File: config.mk
export PLATFORM = sky130hd
export DESIGN_NAME = pwr_mgmt_i2c
export DESIGN_NICKNAME = d
export VERILOG_FILES = /design/src/rtl/pmc_pkg.sv /design/src/rtl/pmc_pulse.sv /design/src/rtl/pmc_blink.sv /design/src/rtl/pmc_i2c_tgt.sv /design/src/rtl/pmc_regs.sv /design/src/rtl/pwr_mgmt_i2c.sv
export SDC_FILE = /design/constraint.sdc
export NUM_CORES = 2
export LEC_CHECK = 0
export BUFFER_PORTS_ARGS = -buffer_cell sky130_fd_sc_hd__buf_4
export CORE_ASPECT_RATIO = 0.8
export CORE_MARGIN = 5
export CORE_UTILIZATION = 59
export DETAILED_ROUTE_END_ITERATION = 6
export HOLD_SLACK_MARGIN = 0.08
export PLACE_DENSITY = 0.77
export SYNTH_ARGS = -nofsm -noshare
export SYNTH_HDL_FRONTEND = slang
export SYNTH_SLANG_ARGS = --single-unit
export TNS_END_PERCENT = 10
File: constraint.sdc
create_clock -name clk -period 3.55 [get_ports clk]
set_clock_uncertainty 0.1 [all_clocks]
set_input_delay 0.355 -clock clk [delete_from_list [all_inputs] [get_ports clk]]
set_output_delay 0.355 -clock clk [all_outputs]
set_load 0.03 [all_outputs]
File: src/rtl/pmc_pkg.sv
package pmc_pkg;
  localparam int ERR_BYTES = 16;
  localparam int SCR_BYTES = 128;
  localparam int N_PULSE   = 4;   // eject + three radio resets

  typedef enum logic [1:0] {LED_OFF = 2'd0, LED_ON = 2'd1, LED_BLINK = 2'd2} led_mode_t;
  typedef enum logic [2:0] {T_IDLE, T_RX, T_ACK, T_TXW, T_TX, T_RACK} tgt_state_t;
  typedef enum logic [1:0] {PH_ADDR, PH_IDX, PH_DATA, PH_EXTRA} tgt_phase_t;

  function automatic logic is_cmd(input logic [7:0] ix);
    case (ix)
      8'h00, 8'h01, 8'h02, 8'h10, 8'h12, 8'h13, 8'h14, 8'h15, 8'h16,
      8'h1E, 8'h1F, 8'h20, 8'h21, 8'h22: is_cmd = 1'b1;
      default:                           is_cmd = 1'b0;
    endcase
  endfunction

  function automatic logic led_drive(input led_mode_t m, input logic blink);
    led_drive = (m == LED_ON) || ((m == LED_BLINK) && blink);
  endfunction
endpackage

File: src/rtl/pmc_pulse.sv
module pmc_pulse #(
  parameter int LEN = 16
) (
  input  logic clk,
  input  logic rst_n,
  input  logic trig,
  output logic pulse
);
  localparam int CW = $clog2(LEN + 1);
  logic [CW-1:0] cnt;

  always_ff @(posedge clk or negedge rst_n) begin
    if (!rst_n)                    cnt <= '0;
    else if (trig && cnt == '0)    cnt <= CW'(LEN);
    else if (cnt != '0)            cnt <= cnt - 1'b1;
  end

  assign pulse = (cnt != '0);
endmodule

File: src/rtl/pmc_blink.sv
module pmc_blink #(
  parameter int DIV = 1 << 20
) (
  input  logic clk,
  input  logic rst_n,
  output logic blink
);
  localparam int DW = (DIV > 2) ? $clog2(DIV) : 1;
  logic [DW-1:0] div_cnt;

  always_ff @(posedge clk or negedge rst_n) begin
    if (!rst_n) begin
      div_cnt <= '0;
      blink   <= 1'b0;
    end else if (div_cnt == DW'(DIV - 1)) begin
      div_cnt <= '0;
      blink   <= ~blink;
    end else begin
      div_cnt <= div_cnt + 1'b1;
    end
  end
endmodule

File: src/rtl/pmc_i2c_tgt.sv
module pmc_i2c_tgt
  import pmc_pkg::*;
#(
  parameter logic [6:0] DEV_ADDR = 7'h50
) (
  input  logic       clk,
  input  logic       rst_n,
  input  logic       scl_i,
  input  logic       sda_i,
  output logic       sda_oe,
  output logic       idx_vld,
  output logic       wr_vld,
  output logic [7:0] wr_data,
  output logic [7:0] reg_idx,
  input  logic [7:0] rd_data
);
  logic [2:0] scl_sh, sda_sh;
  logic scl_s, scl_p, sda_s, sda_p;
  logic scl_rise, scl_fall, start_c, stop_c;

  tgt_state_t state;
  tgt_phase_t phase;
  logic [3:0] bit_cnt;
  logic [7:0] shreg, txsh, rx_byte;
  logic ack_q, drv, rw_q;

  always_ff @(posedge clk or negedge rst_n) begin
    if (!rst_n) begin
      scl_sh <= 3'b111;
      sda_sh <= 3'b111;
    end else begin
      scl_sh <= {scl_sh[1:0], scl_i};
      sda_sh <= {sda_sh[1:0], sda_i};
    end
  end

  assign scl_s    = scl_sh[1];
  assign scl_p    = scl_sh[2];
  assign sda_s    = sda_sh[1];
  assign sda_p    = sda_sh[2];
  assign scl_rise = scl_s & ~scl_p;
  assign scl_fall = ~scl_s & scl_p;
  assign start_c  = scl_s & scl_p & sda_p & ~sda_s;
  assign stop_c   = scl_s & scl_p & ~sda_p & sda_s;
  assign rx_byte  = {shreg[6:0], sda_s};

  always_ff @(posedge clk or negedge rst_n) begin
    if (!rst_n) begin
      state   <= T_IDLE;
      phase   <= PH_ADDR;
      bit_cnt <= '0;
      shreg   <= '0;
      txsh    <= '0;
      ack_q   <= 1'b0;
      drv     <= 1'b0;
      rw_q    <= 1'b0;
      idx_vld <= 1'b0;
      wr_vld  <= 1'b0;
      wr_data <= '0;
      reg_idx <= '0;
    end else begin
      idx_vld <= 1'b0;
      wr_vld  <= 1'b0;
      if (start_c) begin
        state   <= T_RX;
        phase   <= PH_ADDR;
        bit_cnt <= '0;
        drv     <= 1'b0;
      end else if (stop_c) begin
        state <= T_IDLE;
        drv   <= 1'b0;
      end else begin
        case (state)
          T_RX: if (scl_rise) begin
            shreg <= rx_byte;
            if (bit_cnt == 4'd7) begin
              bit_cnt <= '0;
              drv     <= 1'b0;
              state   <= T_ACK;
              case (phase)
                PH_ADDR: begin
                  ack_q <= (rx_byte[7:1] == DEV_ADDR);
                  rw_q  <= rx_byte[0];
                end
                PH_IDX: begin
                  ack_q   <= 1'b1;
                  reg_idx <= rx_byte;
                  idx_vld <= 1'b1;
                end
                PH_DATA: begin
                  ack_q   <= 1'b1;
                  wr_data <= rx_byte;
                  wr_vld  <= 1'b1;
                end
                default: ack_q <= 1'b0;
              endcase
            end else begin
              bit_cnt <= bit_cnt + 1'b1;
            end
          end
          T_ACK: if (scl_fall) begin
            if (!drv) begin
              drv <= 1'b1;
              if (!ack_q) state <= T_IDLE;
            end else begin
              drv <= 1'b0;
              if (phase == PH_ADDR && rw_q) begin
                txsh    <= rd_data;
                bit_cnt <= '0;
                state   <= T_TX;
              end else begin
                state <= T_RX;
                case (phase)
                  PH_ADDR: phase <= PH_IDX;
                  PH_IDX:  phase <= PH_DATA;
                  default: phase <= PH_EXTRA;
                endcase
              end
            end
          end
          T_TX: begin
            if (scl_rise) bit_cnt <= bit_cnt + 1'b1;
            if (scl_fall) begin
              if (bit_cnt == 4'd8) state <= T_RACK;
              else                 txsh  <= {txsh[6:0], 1'b0};
            end
          end
          T_RACK: if (scl_rise) state <= sda_s ? T_IDLE : T_TXW;
          T_TXW: if (scl_fall) begin
            txsh    <= rd_data;
            bit_cnt <= '0;
            state   <= T_TX;
          end
          default: ;
        endcase
      end
    end
  end

  always_comb begin
    sda_oe = 1'b0;
    if (state == T_ACK && drv && ack_q) sda_oe = 1'b1;
    if (state == T_TX && !txsh[7])      sda_oe = 1'b1;
  end
endmodule

File: src/rtl/pmc_regs.sv
module pmc_regs
  import pmc_pkg::*;
#(
  parameter int PULSE_LEN = 16,
  parameter int BLINK_DIV = 1 << 20
) (
  input  logic       clk,
  input  logic       rst_n,
  input  logic       idx_vld,
  input  logic       wr_vld,
  input  logic [7:0] wr_data,
  input  logic [7:0] reg_idx,
  output logic [7:0] rd_data,
  input  logic [6:0] evt_in,
  output logic [6:0] evt_flags,
  output logic       odd_pwr,
  output logic       odd_eject,
  output logic [2:0] radio_rst,
  output logic       led_pwr,
  output logic       led_aux,
  output logic       led_stby,
  output logic [2:0] notif_led,
  output logic [1:0] usb_en
);
  led_mode_t pwr_mode, aux_mode, stby_mode;
  logic [7:0] notif_q;
  logic [6:0] evt_s1, evt_s2, evt_p, evt_clr;
  logic [7:0] err_sh [ERR_BYTES];
  logic [7:0] err_lv [ERR_BYTES];
  logic [7:0] scratch [SCR_BYTES];
  logic       seq_ok;
  logic [3:0] seq_nxt;
  logic       blink;
  logic [N_PULSE-1:0] trig, pulses;

  // pulse triggers: 0 eject, 1..3 radio resets
  assign trig[0] = idx_vld && reg_idx == 8'h02;
  assign trig[1] = idx_vld && reg_idx == 8'h20;
  assign trig[2] = idx_vld && reg_idx == 8'h21;
  assign trig[3] = idx_vld && reg_idx == 8'h22;

  generate
    for (genvar g = 0; g < N_PULSE; g++) begin : g_pulse
      pmc_pulse #(.LEN(PULSE_LEN)) u_pulse (
        .clk(clk), .rst_n(rst_n), .trig(trig[g]), .pulse(pulses[g]));
    end
  endgenerate

  assign odd_eject = pulses[0];
  assign radio_rst = pulses[3:1];

  pmc_blink #(.DIV(BLINK_DIV)) u_blink (.clk(clk), .rst_n(rst_n), .blink(blink));

  // command side
  always_ff @(posedge clk or negedge rst_n) begin
    if (!rst_n) begin
      odd_pwr   <= 1'b0;
      pwr_mode  <= LED_OFF;
      aux_mode  <= LED_OFF;
      stby_mode <= LED_OFF;
    end else if (idx_vld) begin
      case (reg_idx)
        8'h00: odd_pwr   <= 1'b1;
        8'h01: odd_pwr   <= 1'b0;
        8'h10: pwr_mode  <= LED_ON;
        8'h12: pwr_mode  <= LED_OFF;
        8'h13: pwr_mode  <= LED_BLINK;
        8'h14: aux_mode  <= LED_OFF;
        8'h15: aux_mode  <= LED_ON;
        8'h16: aux_mode  <= LED_BLINK;
        8'h1E: stby_mode <= LED_ON;
        8'h1F: stby_mode <= LED_BLINK;
        default: ;
      endcase
    end
  end

  // event flags: rising edge sets, write-one clears, set wins
  assign evt_clr = (wr_vld && reg_idx == 8'h41) ? wr_data[6:0] : 7'd0;

  always_ff @(posedge clk or negedge rst_n) begin
    if (!rst_n) begin
      evt_s1    <= '0;
      evt_s2    <= '0;
      evt_p     <= '0;
      evt_flags <= '0;
    end else begin
      evt_s1    <= evt_in;
      evt_s2    <= evt_s1;
      evt_p     <= evt_s2;
      evt_flags <= (evt_flags & ~evt_clr) | (evt_s2 & ~evt_p);
    end
  end

  // data registers
  always_ff @(posedge clk or negedge rst_n) begin
    if (!rst_n) begin
      usb_en  <= '0;
      notif_q <= '0;
      seq_ok  <= 1'b0;
      seq_nxt <= '0;
      for (int i = 0; i < ERR_BYTES; i++) begin
        err_sh[i] <= '0;
        err_lv[i] <= '0;
      end
      for (int i = 0; i < SCR_BYTES; i++) scratch[i] <= '0;
    end else if (wr_vld) begin
      if (reg_idx == 8'h43) usb_en  <= wr_data[1:0];
      if (reg_idx == 8'h44) notif_q <= wr_data;
      if (reg_idx[7]) scratch[reg_idx[6:0]] <= wr_data;
      if (reg_idx[7:4] == 4'h6) begin
        err_sh[reg_idx[3:0]] <= wr_data;
        if (reg_idx[3:0] == 4'hF) begin
          seq_ok  <= 1'b1;
          seq_nxt <= 4'hE;
        end else if (reg_idx[3:0] == 4'h0) begin
          if (seq_ok && seq_nxt == 4'h0) begin
            err_lv[0] <= wr_data;
            for (int i = 1; i < ERR_BYTES; i++) err_lv[i] <= err_sh[i];
          end
          seq_ok <= 1'b0;
        end else if (seq_ok && reg_idx[3:0] == seq_nxt) begin
          seq_nxt <= seq_nxt - 1'b1;
        end else begin
          seq_ok <= 1'b0;
        end
      end
    end
  end

  // read mux
  always_comb begin
    if (is_cmd(reg_idx))              rd_data = 8'hFF;
    else if (reg_idx[7])              rd_data = scratch[reg_idx[6:0]];
    else if (reg_idx[7:4] == 4'h6)    rd_data = err_lv[reg_idx[3:0]];
    else begin
      case (reg_idx)
        8'h40:   rd_data = 8'hC5;
        8'h41:   rd_data = {1'b0, evt_flags};
        8'h43:   rd_data = {6'd0, usb_en};
        8'h44:   rd_data = notif_q;
        8'h47:   rd_data = 8'hFF;
        8'h48:   rd_data = 8'h0F;
        default: rd_data = 8'h00;
      endcase
    end
  end

  assign led_pwr  = led_drive(pwr_mode, blink);
  assign led_aux  = led_drive(aux_mode, blink);
  assign led_stby = led_drive(stby_mode, blink);

  generate
    for (genvar c = 0; c < 3; c++) begin : g_notif
      assign notif_led[c] = notif_q[2*c+1] & (~notif_q[2*c] | blink);
    end
  endgenerate
endmodule

File: src/rtl/pwr_mgmt_i2c.sv
module pwr_mgmt_i2c #(
  parameter logic [6:0] DEV_ADDR  = 7'h50,
  parameter int         PULSE_LEN = 16,
  parameter int         BLINK_DIV = 1 << 20
) (
  input  logic       clk,
  input  logic       rst_n,
  input  logic       scl_i,
  input  logic       sda_i,
  output logic       sda_oe,
  input  logic [6:0] evt_in,
  output logic       odd_pwr,
  output logic       odd_eject,
  output logic [2:0] radio_rst,
  output logic       led_pwr,
  output logic       led_aux,
  output logic       led_stby,
  output logic [2:0] notif_led,
  output logic [1:0] usb_en
);
  logic       idx_vld, wr_vld;
  logic [7:0] wr_data, reg_idx, rd_data;
  logic [6:0] evt_flags;

  pmc_i2c_tgt #(.DEV_ADDR(DEV_ADDR)) u_tgt (
    .clk(clk), .rst_n(rst_n), .scl_i(scl_i), .sda_i(sda_i), .sda_oe(sda_oe),
    .idx_vld(idx_vld), .wr_vld(wr_vld), .wr_data(wr_data),
    .reg_idx(reg_idx), .rd_data(rd_data));

  pmc_regs #(.PULSE_LEN(PULSE_LEN), .BLINK_DIV(BLINK_DIV)) u_regs (
    .clk(clk), .rst_n(rst_n), .idx_vld(idx_vld), .wr_vld(wr_vld),
    .wr_data(wr_data), .reg_idx(reg_idx), .rd_data(rd_data),
    .evt_in(evt_in), .evt_flags(evt_flags), .odd_pwr(odd_pwr),
    .odd_eject(odd_eject), .radio_rst(radio_rst), .led_pwr(led_pwr),
    .led_aux(led_aux), .led_stby(led_stby), .notif_led(notif_led),
    .usb_en(usb_en));
endmodule

==> qor.yml <==
clocking:
  cts.sinks: 1414
  postCtsSetupBuffers: 0
  htree_levels: 4
  clock_latency_ns: 0.77
  cts_tree: "built"
  cts_buffers: 138
  cts.repair.resized: 0
  clockBufferDepth: 3
  clkSlewWorstSetupHoldPaths_ns: 0.06
  root_buffer: "clkbuf_16"
yosys:
  synth_area_leaders: "dfrtp_1 55%, mux2_2 23%, mux4_2 11%, nand2_1 1.2%, mux2i_1 1.1%"
  postSynth.asyncResetShare_pct: 100
  synth-seq-area-share_pct: 55.7
  syn_nets: 4220
  yosysMostFrequentCell: "dfrtp_1"
  netlist.area_leader.share_pct: 55.4
  synth_edf_count: 0
  yosys-top-cells-count: "1408 x dfrtp_1, 1305 x mux2_2, 307 x mux4_2"
  yosysTopAreaCell: "dfrtp_1"
  syn_area_per_cell_um2: 15.2
  synth.distinct_cells: 72
  synth_seq_cells: 1414
  synthesis.area_mm2: 0.0636
  synth_cells: 4194
  yosysWarnings: 0
  synth_flop_cell: "dfrtp_1"
global_routing:
  grt_overflow_total: 0
  grt_usage_pct: 29.3
  grt_pass1_vias: 39900
  grt_max_degree: 117
  antenna_found_initial: 2
  grt_pass1_wl_mm: 254
floorplan:
  die_x_um: 377
  die_y_um: 304
  start_util_pct: 59.6
  num_rows: 107
  die_area_mm2: 0.114
  io_pins: 25
  core-area_mm2: 0.107
timing:
  final.setup.worst_slack_ns: -0.0190
  setup_viol: 1
  fmax_mhz: 280
  hold_viol_final: 0
  worstMarginPinSlew_ns: 1.06
  timing.slew.headroom_pct: 29.0
  drv_slew: 0
  fin_crit_sh_pct: 101
  fin_tns_setup_ns: -0.0190
  period_needed_ns: 3.57
  rsz0062_at_grt: "false"
place:
  gp_congestion: 0.940
  dpl.hpwl_mm: 106
  portBuffers: 24
setup_path:
  path_class: "flop to flop"
  critPathSlowestCell: "dfrtp_4"
  max_stage_delay_ns: 0.81
  r2r_cells: 9
  reg2reg_slack_ns: -0.02
  r2r-end: "u_tgt.txsh[1]"
  worstReg2RegStart: "u_tgt.reg_idx[1]"
  cp.buffers_inverters: 2
  path_delay_family: "compound AO/OA/AOI/OAI gates"
  crit_chain: "buf_12 > buf_4 > mux2i_1 > a22oi_1 > o2111ai_1 > o211ai_1 > a21oi_1 > o21ai_0 > a221o_1"
  worstSetupStartpointType: "flop"
  worstPathRequired_ns: 4.08
  path_max_fanout: 33
  worstPathArrival_ns: 4.10
  critPathCaptureType: "flop"
status:
  violations: "DRC, setup timing"
  status: "complete, but fails checks"
routing:
  via_count: 38300
  firstDrtPassIters: 7
  wl_per_cell_um: 27.9
  drc: 1
  drtIter0Drc: 3761
  finalWirelength_mm: 163
  ant_nets: 0
  vias_per_cell: 6.56
run:
  cap_viol_max_count: 0
min_path:
  min_path_type: "primary input to async pin"
finish:
  fin_util_pct: 66.7
  drive_gt1_share_pct: 49.1
  fillCellCount: 7228
  final_nets: 4334
  area_delta_synth_final_pct: 12.0
power:
  irDropWorstVdd_uv: 364
  leakagePower_nw: 33.9
  powerDensity_mw_per_mm2: 453
[timing repair]
| item | in CTS | in global routing |
|---|---|---|
| hold buffers | 10 | 0 |
| endpoints found under the hold margin | 310 | 0 |
| endpoints found under the setup margin | 0 | 0 |
[flip-flops by register name, indices dropped and copies added, names as in the netlist, 7 cells and up]
signal,cells
u_regs.err_sh,120
u_tgt.reg_idx,8
u_regs.evt_p,7
u_tgt.wr_data,8
u_regs.evt_flags,7
u_regs.notif_q,8
u_tgt.shreg,7
u_regs.evt_s1,7
u_regs.g_pulse.u_pulse.cnt,20
u_tgt.txsh,8
u_regs.u_blink.div_cnt,20
u_regs.err_lv,128
u_regs.scratch,1024
u_regs.evt_s2,7
[power breakdown]
part           internal [mW]  switching (mW)
combinational          0.274           0.599
sequential              16.2           0.149
clock                   8.70            6.28
total                   25.2            7.03
[per-stage QoR]
| step | instances | power [mW] | hold WS [ns] | worst slack [ns] | cell area [µm²] |
|---|---|---|---|---|---|
| finish | 5833 | 32.2 | 0.103 | -0.0190 | 71200 |
| global route | 5831 | 33.2 | 0.128 | 0.00286 | 71200 |
| CTS | 5831 | 32.4 | 0.0908 | 0.235 | 71200 |
| detailed placement | 5575 | 17.5 | 0.237 | 0.241 | 66500 |
| global placement | 5575 | 17.5 | 0.233 | 0.258 | 66500 |
| floorplan | 4194 | 17.0 | -0.0406 | 0.900 | 63600 |
[final cells by class]
cell class	instances	area (µm²)	share of cell area [%]
antenna	2	5.00	0.00703
clock buffer	202	4150	5.83
clock inverter	44	472	0.663
inverter	38	148	0.207
multi-input combinational	2452	26700	37.5
sequential	1414	35400	49.8
tap	1417	1770	2.49
timing repair buffer	264	2540	3.57
[per-layer routing]
layer / wire length, µm / global-route usage, % / vias to the layer above
li1: - / - / 15700
met1: 70700 / 43.2 / 20700
met2: 73000 / 43.2 / 1518
met3: 13200 / 6.79 / 378
met4: 6030 / 10.7 / 0
met5: 0 / 0 / -
[kinds of logic (layout without fill, tap and decap cells)]
logic type	count (synthesis)	after routing	synth area share, %
other cells	0	2	0
compound gates	199	199	2.18
flops	1414	1414	55.7
xor+xnor	27	27	0.372
simple gates	526	526	3.96
buf+inv	328	548	2.37
mux	1685	1685	35.1
fa+ha+maj	15	15	0.295
[worst max-delay path by stage]
stage,slack [ns],cells after the start,to,from
4_1_cts,0.23,6,u_tgt.txsh[6],u_tgt.reg_idx[1]
3_5_place_dp,0.24,7,u_regs.scratch[503],u_tgt.reg_idx[0]
6_report,-0.02,9,u_tgt.txsh[1],u_tgt.reg_idx[1]
2_1_floorplan,0.90,8,u_tgt.txsh[7],u_tgt.reg_idx[1]
5_1_grt,0.003,9,u_tgt.txsh[1],u_tgt.reg_idx[1]
3_3_place_gp,0.26,9,u_tgt.txsh[1],u_tgt.reg_idx[1]
[layout by cell type (no fill, tap or decap), types with 12 or more instances in the layout]
cell type and count:
a211oi_1 16, a21oi_1 36, a22oi_1 21, and2_1 18, and3_1 15, buf_12 41
buf_4 212, clkbuf_1 26, clkbuf_16 145, clkbuf_8 31, clkinv_2 25, dfrtp_1 1395
dfrtp_4 12, ha_1 15, inv_1 37, mux2_2 1305, mux2i_1 73, mux4_2 307
nand2_1 206, nand2b_1 13, nand3_1 51, nand4_1 15, nor2_1 98, nor2_2 48
nor2b_1 14, nor3_1 15, o21ai_0 47, xnor2_1 13, xor2_1 14
No activity file was read; power rests on OpenSTA's default activity.
